`src/rtl/eeprom_wr_pkg.sv`:
```
package eeprom_wr_pkg;

    localparam int DATA_W   = 8;
    localparam int POLL_BIT = 6;

    localparam logic [1:0] MD_BYTE  = 2'b00;
    localparam logic [1:0] MD_PAGE  = 2'b01;
    localparam logic [1:0] MD_PROBE = 2'b10;

    localparam logic [1:0] FC_NONE    = 2'b00;
    localparam logic [1:0] FC_TIMEOUT = 2'b01;
    localparam logic [1:0] FC_VERIFY  = 2'b10;

    typedef enum logic [2:0] {
        S_IDLE  = 3'd0,
        S_PROBE = 3'd1,
        S_WRITE = 3'd2,
        S_POLL1 = 3'd3,
        S_POLL  = 3'd4,
        S_CHECK = 3'd5
    } ctl_state_e;

    typedef enum logic [1:0] {
        PH_USER    = 2'd0,
        PH_PROBE   = 2'd1,
        PH_RESTORE = 2'd2
    } phase_e;

    typedef enum logic [1:0] {
        B_IDLE   = 2'd0,
        B_SETUP  = 2'd1,
        B_STROBE = 2'd2,
        B_HOLD   = 2'd3
    } bus_state_e;

endpackage

```
`src/rtl/eeprom_wr_timer.sv`:
```
module eeprom_wr_timer #(
    parameter int LIMIT = 500000
) (
    input  logic clk,
    input  logic rst_n,
    input  logic clr,
    output logic expired
);
    localparam int CW = $clog2(LIMIT + 1);

    logic [CW-1:0] cnt_d, cnt_q;

    // saturating up-counter, restarted by clr
    always_comb begin
        cnt_d = cnt_q;
        if (clr) begin
            cnt_d = '0;
        end else if (cnt_q != CW'(LIMIT)) begin
            cnt_d = cnt_q + 1'b1;
        end
    end

    always_ff @(posedge clk or negedge rst_n) begin
        if (!rst_n) begin
            cnt_q <= '0;
        end else begin
            cnt_q <= cnt_d;
        end
    end

    assign expired = (cnt_q == CW'(LIMIT));

endmodule

```
`src/rtl/eeprom_bus_cycle.sv`:
```
module eeprom_bus_cycle
    import eeprom_wr_pkg::*;
#(
    parameter int ADDR_W     = 15,
    parameter int STROBE_CYC = 2
) (
    input  logic              clk,
    input  logic              rst_n,
    input  logic              req,
    input  logic              wr,
    input  logic [ADDR_W-1:0] addr,
    input  logic [DATA_W-1:0] wdata,
    output logic              ack,
    output logic [DATA_W-1:0] rdata,
    output logic              cs_n,
    output logic              rd_n,
    output logic              wr_n,
    output logic [ADDR_W-1:0] bus_addr,
    output logic [DATA_W-1:0] dq_o,
    output logic              dq_oe,
    input  logic [DATA_W-1:0] dq_i
);
    localparam int SW = $clog2(STROBE_CYC + 1);

    typedef struct packed {
        bus_state_e        st;
        logic [SW-1:0]     cnt;
        logic              wr;
        logic [ADDR_W-1:0] addr;
        logic [DATA_W-1:0] wdata;
        logic [DATA_W-1:0] rdata;
    } bus_t;

    bus_t b_d, b_q;

    // one cycle: select and address, then STROBE_CYC strobe cycles, then one hold
    always_comb begin
        b_d = b_q;
        unique case (b_q.st)
            B_IDLE: begin
                if (req) begin
                    b_d.st    = B_SETUP;
                    b_d.wr    = wr;
                    b_d.addr  = addr;
                    b_d.wdata = wdata;
                end
            end
            B_SETUP: begin
                b_d.st  = B_STROBE;
                b_d.cnt = '0;
            end
            B_STROBE: begin
                if (b_q.cnt == SW'(STROBE_CYC - 1)) begin
                    b_d.st = B_HOLD;
                    if (!b_q.wr) begin
                        b_d.rdata = dq_i;
                    end
                end else begin
                    b_d.cnt = b_q.cnt + 1'b1;
                end
            end
            B_HOLD: begin
                b_d.st = B_IDLE;
            end
            default: b_d.st = B_IDLE;
        endcase
    end

    always_ff @(posedge clk or negedge rst_n) begin
        if (!rst_n) begin
            b_q <= '0;
        end else begin
            b_q <= b_d;
        end
    end

    assign ack      = (b_q.st == B_HOLD);
    assign rdata    = b_q.rdata;
    assign cs_n     = (b_q.st == B_IDLE);
    assign rd_n     = !((b_q.st == B_STROBE) && !b_q.wr);
    assign wr_n     = !((b_q.st == B_STROBE) && b_q.wr);
    assign bus_addr = b_q.addr;
    assign dq_o     = b_q.wdata;
    assign dq_oe    = b_q.wr && (b_q.st != B_IDLE);

endmodule

```
`src/rtl/eeprom_wr_ctrl.sv`:
```
module eeprom_wr_ctrl
    import eeprom_wr_pkg::*;
#(
    parameter int CLK_HZ     = 50_000_000,
    parameter int WR_MS      = 10,
    parameter int ADDR_W     = 15,
    parameter int PAGE_BYTES = 64,
    parameter int STROBE_CYC = 2,
    localparam int PAGE_W    = $clog2(PAGE_BYTES)
) (
    input  logic              clk,
    input  logic              rst_n,
    input  logic              start,
    input  logic [1:0]        mode,
    input  logic [ADDR_W-1:0] host_addr,
    input  logic [PAGE_W-1:0] host_last,
    input  logic [7:0]        host_wdata,
    output logic [PAGE_W-1:0] host_idx,
    output logic              busy,
    output logic              done,
    output logic              fail,
    output logic [1:0]        fail_code,
    output logic              prot_on,
    output logic              mem_cs_n,
    output logic              mem_rd_n,
    output logic              mem_wr_n,
    output logic [ADDR_W-1:0] mem_addr,
    output logic [7:0]        mem_dq_o,
    output logic              mem_dq_oe,
    input  logic [7:0]        mem_dq_i
);
    localparam int TMO_CYC = (CLK_HZ / 1000) * WR_MS;

    typedef struct packed {
        ctl_state_e        st;
        phase_e            ph;
        logic [PAGE_W-1:0] idx;
        logic [PAGE_W-1:0] last;
        logic [ADDR_W-1:0] base;
        logic [7:0]        exp_v;
        logic [7:0]        orig;
        logic              prev6;
        logic              done;
        logic              fail;
        logic [1:0]        fcode;
        logic              prot_on;
    } ctl_t;

    ctl_t c_d, c_q;

    logic              bus_req, bus_wr, bus_ack;
    logic [ADDR_W-1:0] bus_addr;
    logic [7:0]        bus_wdata, bus_rdata;
    logic              tmo_clr, tmo_exp;

    eeprom_bus_cycle #(
        .ADDR_W    (ADDR_W),
        .STROBE_CYC(STROBE_CYC)
    ) i_bus (
        .clk     (clk),
        .rst_n   (rst_n),
        .req     (bus_req),
        .wr      (bus_wr),
        .addr    (bus_addr),
        .wdata   (bus_wdata),
        .ack     (bus_ack),
        .rdata   (bus_rdata),
        .cs_n    (mem_cs_n),
        .rd_n    (mem_rd_n),
        .wr_n    (mem_wr_n),
        .bus_addr(mem_addr),
        .dq_o    (mem_dq_o),
        .dq_oe   (mem_dq_oe),
        .dq_i    (mem_dq_i)
    );

    eeprom_wr_timer #(
        .LIMIT(TMO_CYC)
    ) i_tmo (
        .clk    (clk),
        .rst_n  (rst_n),
        .clr    (tmo_clr),
        .expired(tmo_exp)
    );

    always_comb begin
        c_d       = c_q;
        c_d.done  = 1'b0;
        c_d.fail  = 1'b0;
        bus_req   = 1'b0;
        bus_wr    = 1'b0;
        bus_addr  = c_q.base + ADDR_W'(c_q.idx);
        bus_wdata = 8'h00;
        tmo_clr   = 1'b0;

        unique case (c_q.st)
            S_IDLE: begin
                if (start) begin
                    c_d.idx   = '0;
                    c_d.last  = '0;
                    c_d.base  = host_addr;
                    c_d.ph    = PH_USER;
                    case (mode)
                        MD_BYTE: begin
                            c_d.st    = S_WRITE;
                            c_d.fcode = FC_NONE;
                        end
                        MD_PAGE: begin
                            c_d.st    = S_WRITE;
                            c_d.last  = host_last;
                            c_d.fcode = FC_NONE;
                        end
                        MD_PROBE: begin
                            c_d.st      = S_PROBE;
                            c_d.base    = '0;
                            c_d.fcode   = FC_NONE;
                            c_d.prot_on = 1'b0;
                        end
                        default: c_d.st = S_IDLE;
                    endcase
                end
            end

            S_PROBE: begin
                bus_req = 1'b1;
                if (bus_ack) begin
                    c_d.orig = bus_rdata;
                    c_d.ph   = PH_PROBE;
                    c_d.st   = S_WRITE;
                end
            end

            S_WRITE: begin
                bus_req = 1'b1;
                bus_wr  = 1'b1;
                case (c_q.ph)
                    PH_PROBE:   bus_wdata = ~c_q.orig;
                    PH_RESTORE: bus_wdata = c_q.orig;
                    default:    bus_wdata = host_wdata;
                endcase
                if (bus_ack) begin
                    c_d.exp_v = bus_wdata;
                    if (c_q.idx == c_q.last) begin
                        c_d.st  = S_POLL1;
                        tmo_clr = 1'b1;
                    end else begin
                        c_d.idx = c_q.idx + 1'b1;
                    end
                end
            end

            S_POLL1: begin
                bus_req = 1'b1;
                if (bus_ack) begin
                    if (tmo_exp) begin
                        c_d.st    = S_IDLE;
                        c_d.fail  = 1'b1;
                        c_d.fcode = FC_TIMEOUT;
                    end else begin
                        c_d.prev6 = bus_rdata[POLL_BIT];
                        c_d.st    = S_POLL;
                    end
                end
            end

            S_POLL: begin
                bus_req = 1'b1;
                if (bus_ack) begin
                    if (bus_rdata[POLL_BIT] == c_q.prev6) begin
                        c_d.st = S_CHECK;
                    end else if (tmo_exp) begin
                        c_d.st    = S_IDLE;
                        c_d.fail  = 1'b1;
                        c_d.fcode = FC_TIMEOUT;
                    end else begin
                        c_d.prev6 = bus_rdata[POLL_BIT];
                    end
                end
            end

            S_CHECK: begin
                bus_req = 1'b1;
                if (bus_ack) begin
                    c_d.st = S_IDLE;
                    case (c_q.ph)
                        PH_PROBE: begin
                            if (bus_rdata == c_q.orig) begin
                                c_d.prot_on = 1'b1;
                                c_d.done    = 1'b1;
                            end else if (bus_rdata == ~c_q.orig) begin
                                c_d.ph  = PH_RESTORE;
                                c_d.st  = S_WRITE;
                                c_d.idx = '0;
                            end else begin
                                c_d.fail  = 1'b1;
                                c_d.fcode = FC_VERIFY;
                            end
                        end
                        PH_RESTORE: begin
                            if (bus_rdata == c_q.orig) begin
                                c_d.done = 1'b1;
                            end else begin
                                c_d.fail  = 1'b1;
                                c_d.fcode = FC_VERIFY;
                            end
                        end
                        default: begin
                            if (bus_rdata == c_q.exp_v) begin
                                c_d.done = 1'b1;
                            end else begin
                                c_d.fail  = 1'b1;
                                c_d.fcode = FC_VERIFY;
                            end
                        end
                    endcase
                end
            end

            default: c_d.st = S_IDLE;
        endcase
    end

    always_ff @(posedge clk or negedge rst_n) begin
        if (!rst_n) begin
            c_q <= '0;
        end else begin
            c_q <= c_d;
        end
    end

    assign host_idx  = c_q.idx;
    assign busy      = (c_q.st != S_IDLE);
    assign done      = c_q.done;
    assign fail      = c_q.fail;
    assign fail_code = c_q.fcode;
    assign prot_on   = c_q.prot_on;

endmodule

```
`config.mk`:
```
export PLATFORM = sky130hd
export DESIGN_NAME = eeprom_wr_ctrl
export DESIGN_NICKNAME = d
export VERILOG_FILES = /design/src/rtl/eeprom_wr_pkg.sv /design/src/rtl/eeprom_wr_timer.sv /design/src/rtl/eeprom_bus_cycle.sv /design/src/rtl/eeprom_wr_ctrl.sv
export SDC_FILE = /design/constraint.sdc
export NUM_CORES = 1
export LEC_CHECK = 0
export BUFFER_PORTS_ARGS = -buffer_cell sky130_fd_sc_hd__buf_2
export CAP_MARGIN = 20
export CORE_UTILIZATION = 27
export CTS_BUF_LIST = sky130_fd_sc_hd__clkbuf_16
export DETAILED_ROUTE_END_ITERATION = 16
export PLACE_DENSITY = 0.54
export SLEW_MARGIN = 20
export SYNTH_ARGS = -nofsm -noshare
export SYNTH_HDL_FRONTEND = slang
export SYNTH_SLANG_ARGS = --single-unit
```
`constraint.sdc`:
```
create_clock -name clk -period 5.6 [get_ports clk]
set_input_delay 0.28 -clock clk [delete_from_list [all_inputs] [get_ports clk]]
set_output_delay 0.28 -clock clk [all_outputs]
set_load 0.005 [all_outputs]
```
---- Yosys cells after proc, flatten, opt, wreduce, memory -nomap -nowiden ----
Index checks and enable logic that the tools add are counted.
word-level totals
  register bits ........................... 109
  bits of input ports ..................... 42
  word-level logic and storage cells ...... 163
cells by class
  $add $sub $neg .......................... 4
  eq/ne operators ......................... 43
  mux-type cells .......................... 61
  bitwise logic cells ..................... 2
  reduce and logical (&&, ||, !) cells .... 34
operators by type and width
  operator                                       number
  2-to-1 mux 3 bit                               16
  2-to-1 mux 19 bit                              2
  2-to-1 mux 11 bit                              3
  2-to-1 mux 32 bit                              1
  != test 2 bit, second input constant           14
  equality test 8 bit                            3
  adder 19 x 1 -> 19 bit, second input constant  1
  equality test 19 bit, second input constant    1
  != test 19 bit, second input constant          1
  2-to-1 mux 6 bit                               3
  one-hot mux 3 bit (6 select lines)             1
  one-hot mux 6 bit (3 select lines)             1
  one-hot mux 2 bit (4 select lines)             2
  one-hot mux 8 bit (2 select lines)             1
  AND reduction 8 bit                            2
  adder 15 x 6 -> 15 bit                         1
  2-to-1 mux 1 bit                               15
  2-to-1 mux 15 bit                              1
  AND reduction 2 bit                            6
  AND reduction 11 bit                           1
  2-to-1 mux 10 bit                              1
  2-to-1 mux 5 bit                               2
  nonzero test 2 bit                             5
  != test 3 bit, second input constant           3
  34 further kinds                               57

---- Depth between registers and ports, before layout ----
  word-level depth ........................ 7
  mapped depth ............................ 10
  gate-level depth less buffers ........... 10

---- By module ----
Synthesis repeated with hierarchy kept, for this count alone.
second synthesis, totals
  cells, all modules ...................... 646
  area total of the unflattened synthesis .. 6312.3 um^2
by module, submodules not included
  module            instances  cells an instance  area an instance (um^2)  seq. area each (um^2)
  eeprom_wr_ctrl    1          413                3532.1                   1351.3
  eeprom_bus_cycle  1          127                1741.7                   900.9
  eeprom_wr_timer   1          106                1038.5                   475.5

---- Worst setup path before layout ----
No wires, ideal clock.
  path type ............................... register -> register
  start point ............................. register i_tmo.cnt_q[6]
  end point ............................... register c_q[51] in the netlist's numbering
  setup time .............................. 94 ps
  arrival time ............................ 2011 ps
  data required time ...................... 5506 ps
  path slack .............................. 3495 ps
  cell stages (with the launch flop) ...... 8
  period minus slack after synthesis ...... 2105 ps
  cell sequence ........................... dfrtp_1 or4b_1 or4_1 buf_6 a21oi_2 and2_4 a21oi_2 a221oi_2
on the way
  cells in the longest elaborated chain, start to end .. 3
RTL lines
  element                           line                   source
  from (decl)                       eeprom_wr_timer.sv:11  logic [CW-1:0] cnt_d, cnt_q;
  from (signal assigned)            eeprom_wr_timer.sv:27  cnt_q <= cnt_d;
  equality test 19 bit              eeprom_wr_timer.sv:31  assign expired = (cnt_q == CW'(LIMIT));
  != test 3 x 2 -> 1 bit (no line)  n/a
  AND reduction 8 bit (no line)     n/a
  to (signal assigned)              eeprom_wr_ctrl.sv:225  c_q <= '0;
  to (signal assigned)              eeprom_wr_ctrl.sv:227  c_q <= c_d;
  to (decl)                         eeprom_wr_ctrl.sv:49   ctl_t c_d, c_q;
Every way passes these cells.
A chain may end at the register's enable or synchronous reset.

---- Worst setup path after layout ----
  start point ............................. register c_q[53] in the netlist's numbering
  end point ............................... register c_q, in the netlist host_idx[4]
on the way
  cells in the longest elaborated chain, start to end .. 3
  elaborated cells on any way between the ends .. 13
  those cells by class .................... eq/ne: 9; mux: 1; reduce/logical: 3
RTL lines
  element                                               line                  source
  equality test 3 x 2 -> 1 bit (tied with other cells)  eeprom_wr_ctrl.sv:96  unique case (c_q.st)
  != test 2 bit (no line) (tied with other cells)       n/a
  AND reduction 8 bit (no line)                         n/a
Parallel ways exist; a longest one is shown, timed or not.

==> impl_metrics.yaml <==
layout:
  regArea_um2: 2728
  syn2layout_area_growth_pct: 11.89
  fin_cells: 949
  diodes: 0
  nets: 728
  final_area_um2: 6556
  multi_input_area_um2: 2704
  fillCellCount: 2215
  drive_above_1_share: 0.1855
grt:
  gr-total-overflow: 0
  grt_max_degree: 63
  grt_use_total: 0.1202
  antenna_found_initial: 0
  grt_pass1_vias: 4030
  grt_pass1_wl_um: 21000
power_and_ir_drop:
  powerDensity_nw_per_um2: 224.0
  leakage_nw: 2.944
  peakVddDrop_uv: 144.0
synthesis:
  synth_seq_cells: 109
  netlist.area_leader.share: 0.4655
  synth_cells: 632
  synthTopCellsByCount: "dfrtp_1, nand2_1, o21ai_0"
  synth_top_area_cell: "dfrtp_1"
  async_flop_share: 1.000
  synth_cell_types: 48
  synth_area_um2: 5859
  ys_seq_area_frac: 0.4655
  syn_avg_cell_area_um2: 9.271
  synth_area_leaders: "dfrtp_1, nand2_1, o21ai_0"
  synth_nets: 691
  yosysWarnings: 0
  synth-edff-count: 0
  yosys_most_used_dff: "dfrtp_1"
  synth_most_common_cell: "dfrtp_1"
die:
  fp.dieW_um: 149.3
  initial_core_util: 0.2770
  pin_count: 81
  die_area_um2: 22300
  die_h_um: 149.3
  fp-row-count: 53
  fp.coreArea_um2: 21150
timing:
  setup_tns_ps: 0
  fin_skew_ps: 10.90
  fin_crit_sh: 0.4378
  slew_headroom: 0.4668
  maxSlewViolCount: 0
  hold_ws_ps: -4.704
  max_slew.worst_pin.slew_ps: 799.8
  fmax_mhz: 407.9
  report.final.setup_viol: 0
  rsz0062_at_grt: "no"
  finalHoldViolations: 12
  fin_crit_ps: 2452
placement:
  dpl.hpwl_um: 9552
  io_buffers: 80
  placed_cells: 933
  dpl_cell_area_um2: 6287
  gp_congestion: 0.8255
setup_path:
  path_delay_family: "simple AND/OR/NAND/NOR gates"
  startpoint_type: "register"
  cp_num_buf_inv: 0
  critPathArrivalTime_ps: 2740
  critPathKind: "reg -> reg"
  cp_slowest_stage_delay_ps: 560
  worstPathCellList: "nor2_2, nand3_1, o21ai_0, o221a_2, nand4_1, xor2_1, nor2_1"
  path_max_fanout: 18
  cp_slowest_cell: "dfrtp_1"
  crit_required_ps: 5880
  endpoint_kind: "register"
drt:
  dr.pass1.iters: 4
  detail-route-antenna-nets: 0
  wirelength_um: 13010
  wl_per_cell_um: 13.71
  drc_errors: 0
  drt-vias-per-instance: 4.485
  drt_iter0_drc: 163
  vias: 4256
clock_network:
  post-cts-setup-buffers: 0
  cts_tree: "done"
  h-tree-depth: 3
  post_cts_resized: 0
  clk_pin_slew_ps: 80
  clock_path_buffers: 2
  cts_root_buffer: "clkbuf_16"
  hold_buffers: 0
  clk_latency_ps: 360
  numCtsBuffers: 9
  cts_sinks: 109
status:
  outcome: "finished with violations"
  violations: "hold timing"
worst_hold_path:
  holdCritPathClass: "in -> async"
run:
  drv_cap: 0
cell families after synthesis:
family | after synthesis | synth area share
AO/OA/AOI/OAI | 124 | 0.1215
adder cells (fa/ha/maj) | 17 | 0.03758
flip-flops | 109 | 0.4655
XOR/XNOR | 55 | 0.08221
AND/OR/NAND/NOR | 221 | 0.1700
multiplexers | 27 | 0.05018
buffers and inverters | 79 | 0.07303
worst paths after layout:
kind	startpoint	to	slack, ps	depth (start not counted)
setup / recovery	c_q[53]$_DFFE_PN0P_	host_idx[4]$_DFFE_PN0P_	3150	7
hold / removal	rst_n	i_bus.bus_addr[11]$_DFFE_PN0P_	-5	1
setup reg to reg	c_q[53]$_DFFE_PN0P_	host_idx[4]$_DFFE_PN0P_	3150	7
hold reg to reg	i_bus.bus_addr[13]$_DFFE_PN0P_	i_bus.bus_addr[13]$_DFFE_PN0P_	480	2
max in group asynchronous	rst_n	fail$_DFF_PN0_	4470	2
min in group clk	mem_dq_i[4]	i_bus.rdata[4]$_DFFE_PN0P_	150	2
layer usage:
layer	vias to the layer above	wire length, um	global-route usage
li1	2190	-	-
met1	1985	6361	0.1629
met2	67	5905	0.1856
met3	14	579	0.03242
met4	0	163	0.03622
met5	-	0	0
cell type report:
cell class	count	share of cell area
Clock inverter	7	0.006679
Inverter	21	0.01202
Multi-Input combinational cell	444	0.4124
Sequential cell	109	0.4160
Tap cell	275	0.05248
Clock buffer	9	0.03435
Timing Repair Buffer	84	0.06603
stage by stage:
step           hold slack, ps   power, W  utilization  worst slack, ps
6_report               -4.704   0.001468       0.3099             3148
5_1_grt                 68.17   0.001527       0.3099             2792
4_1_cts                 27.33   0.001495       0.3099             3144
3_5_place_dp            423.4  0.0008858       0.2972             3161
3_3_place_gp            423.3  0.0008860       0.2972             3205
2_1_floorplan          -15.59  0.0008456            -             3495
flip-flops by register name, summed over array words and instances (netlist names), 2 cells and up:
| register | flops |
|---|---|
| i_bus.bus_addr | 15 |
| host_idx | 6 |
| c_q | 43 |
| i_tmo.cnt_q | 19 |
| i_bus.b_q | 5 |
| i_bus.dq_o | 8 |
| i_bus.rdata | 8 |
| fail_code | 2 |
where the power goes:
part           switching [W]  leakage, nW  total [W]  internal [W]
Combinational      0.0000375         1.42  0.0000640     0.0000265
Sequential        0.00000864         1.40   0.000804      0.000795
Clock               0.000301        0.126   0.000600      0.000299
Total               0.000347         2.94    0.00147       0.00112
cells in the final DEF, fill, tap and decap left out, types with 6 or more instances in the layout:
cell type	instances
xnor2_1	33
a21oi_1	26
clkbuf_16	9
ha_1	16
mux2_2	19
o21ai_0	70
dfrtp_1	109
nand4_1	10
nand3_1	18
buf_2	79
xor2_1	22
nand2b_1	6
nand2_1	103
and3_1	11
mux2i_1	8
nor2b_1	6
nor2_1	44
inv_1	22
nor3_1	7
Power figures use the tool's default switching activity.
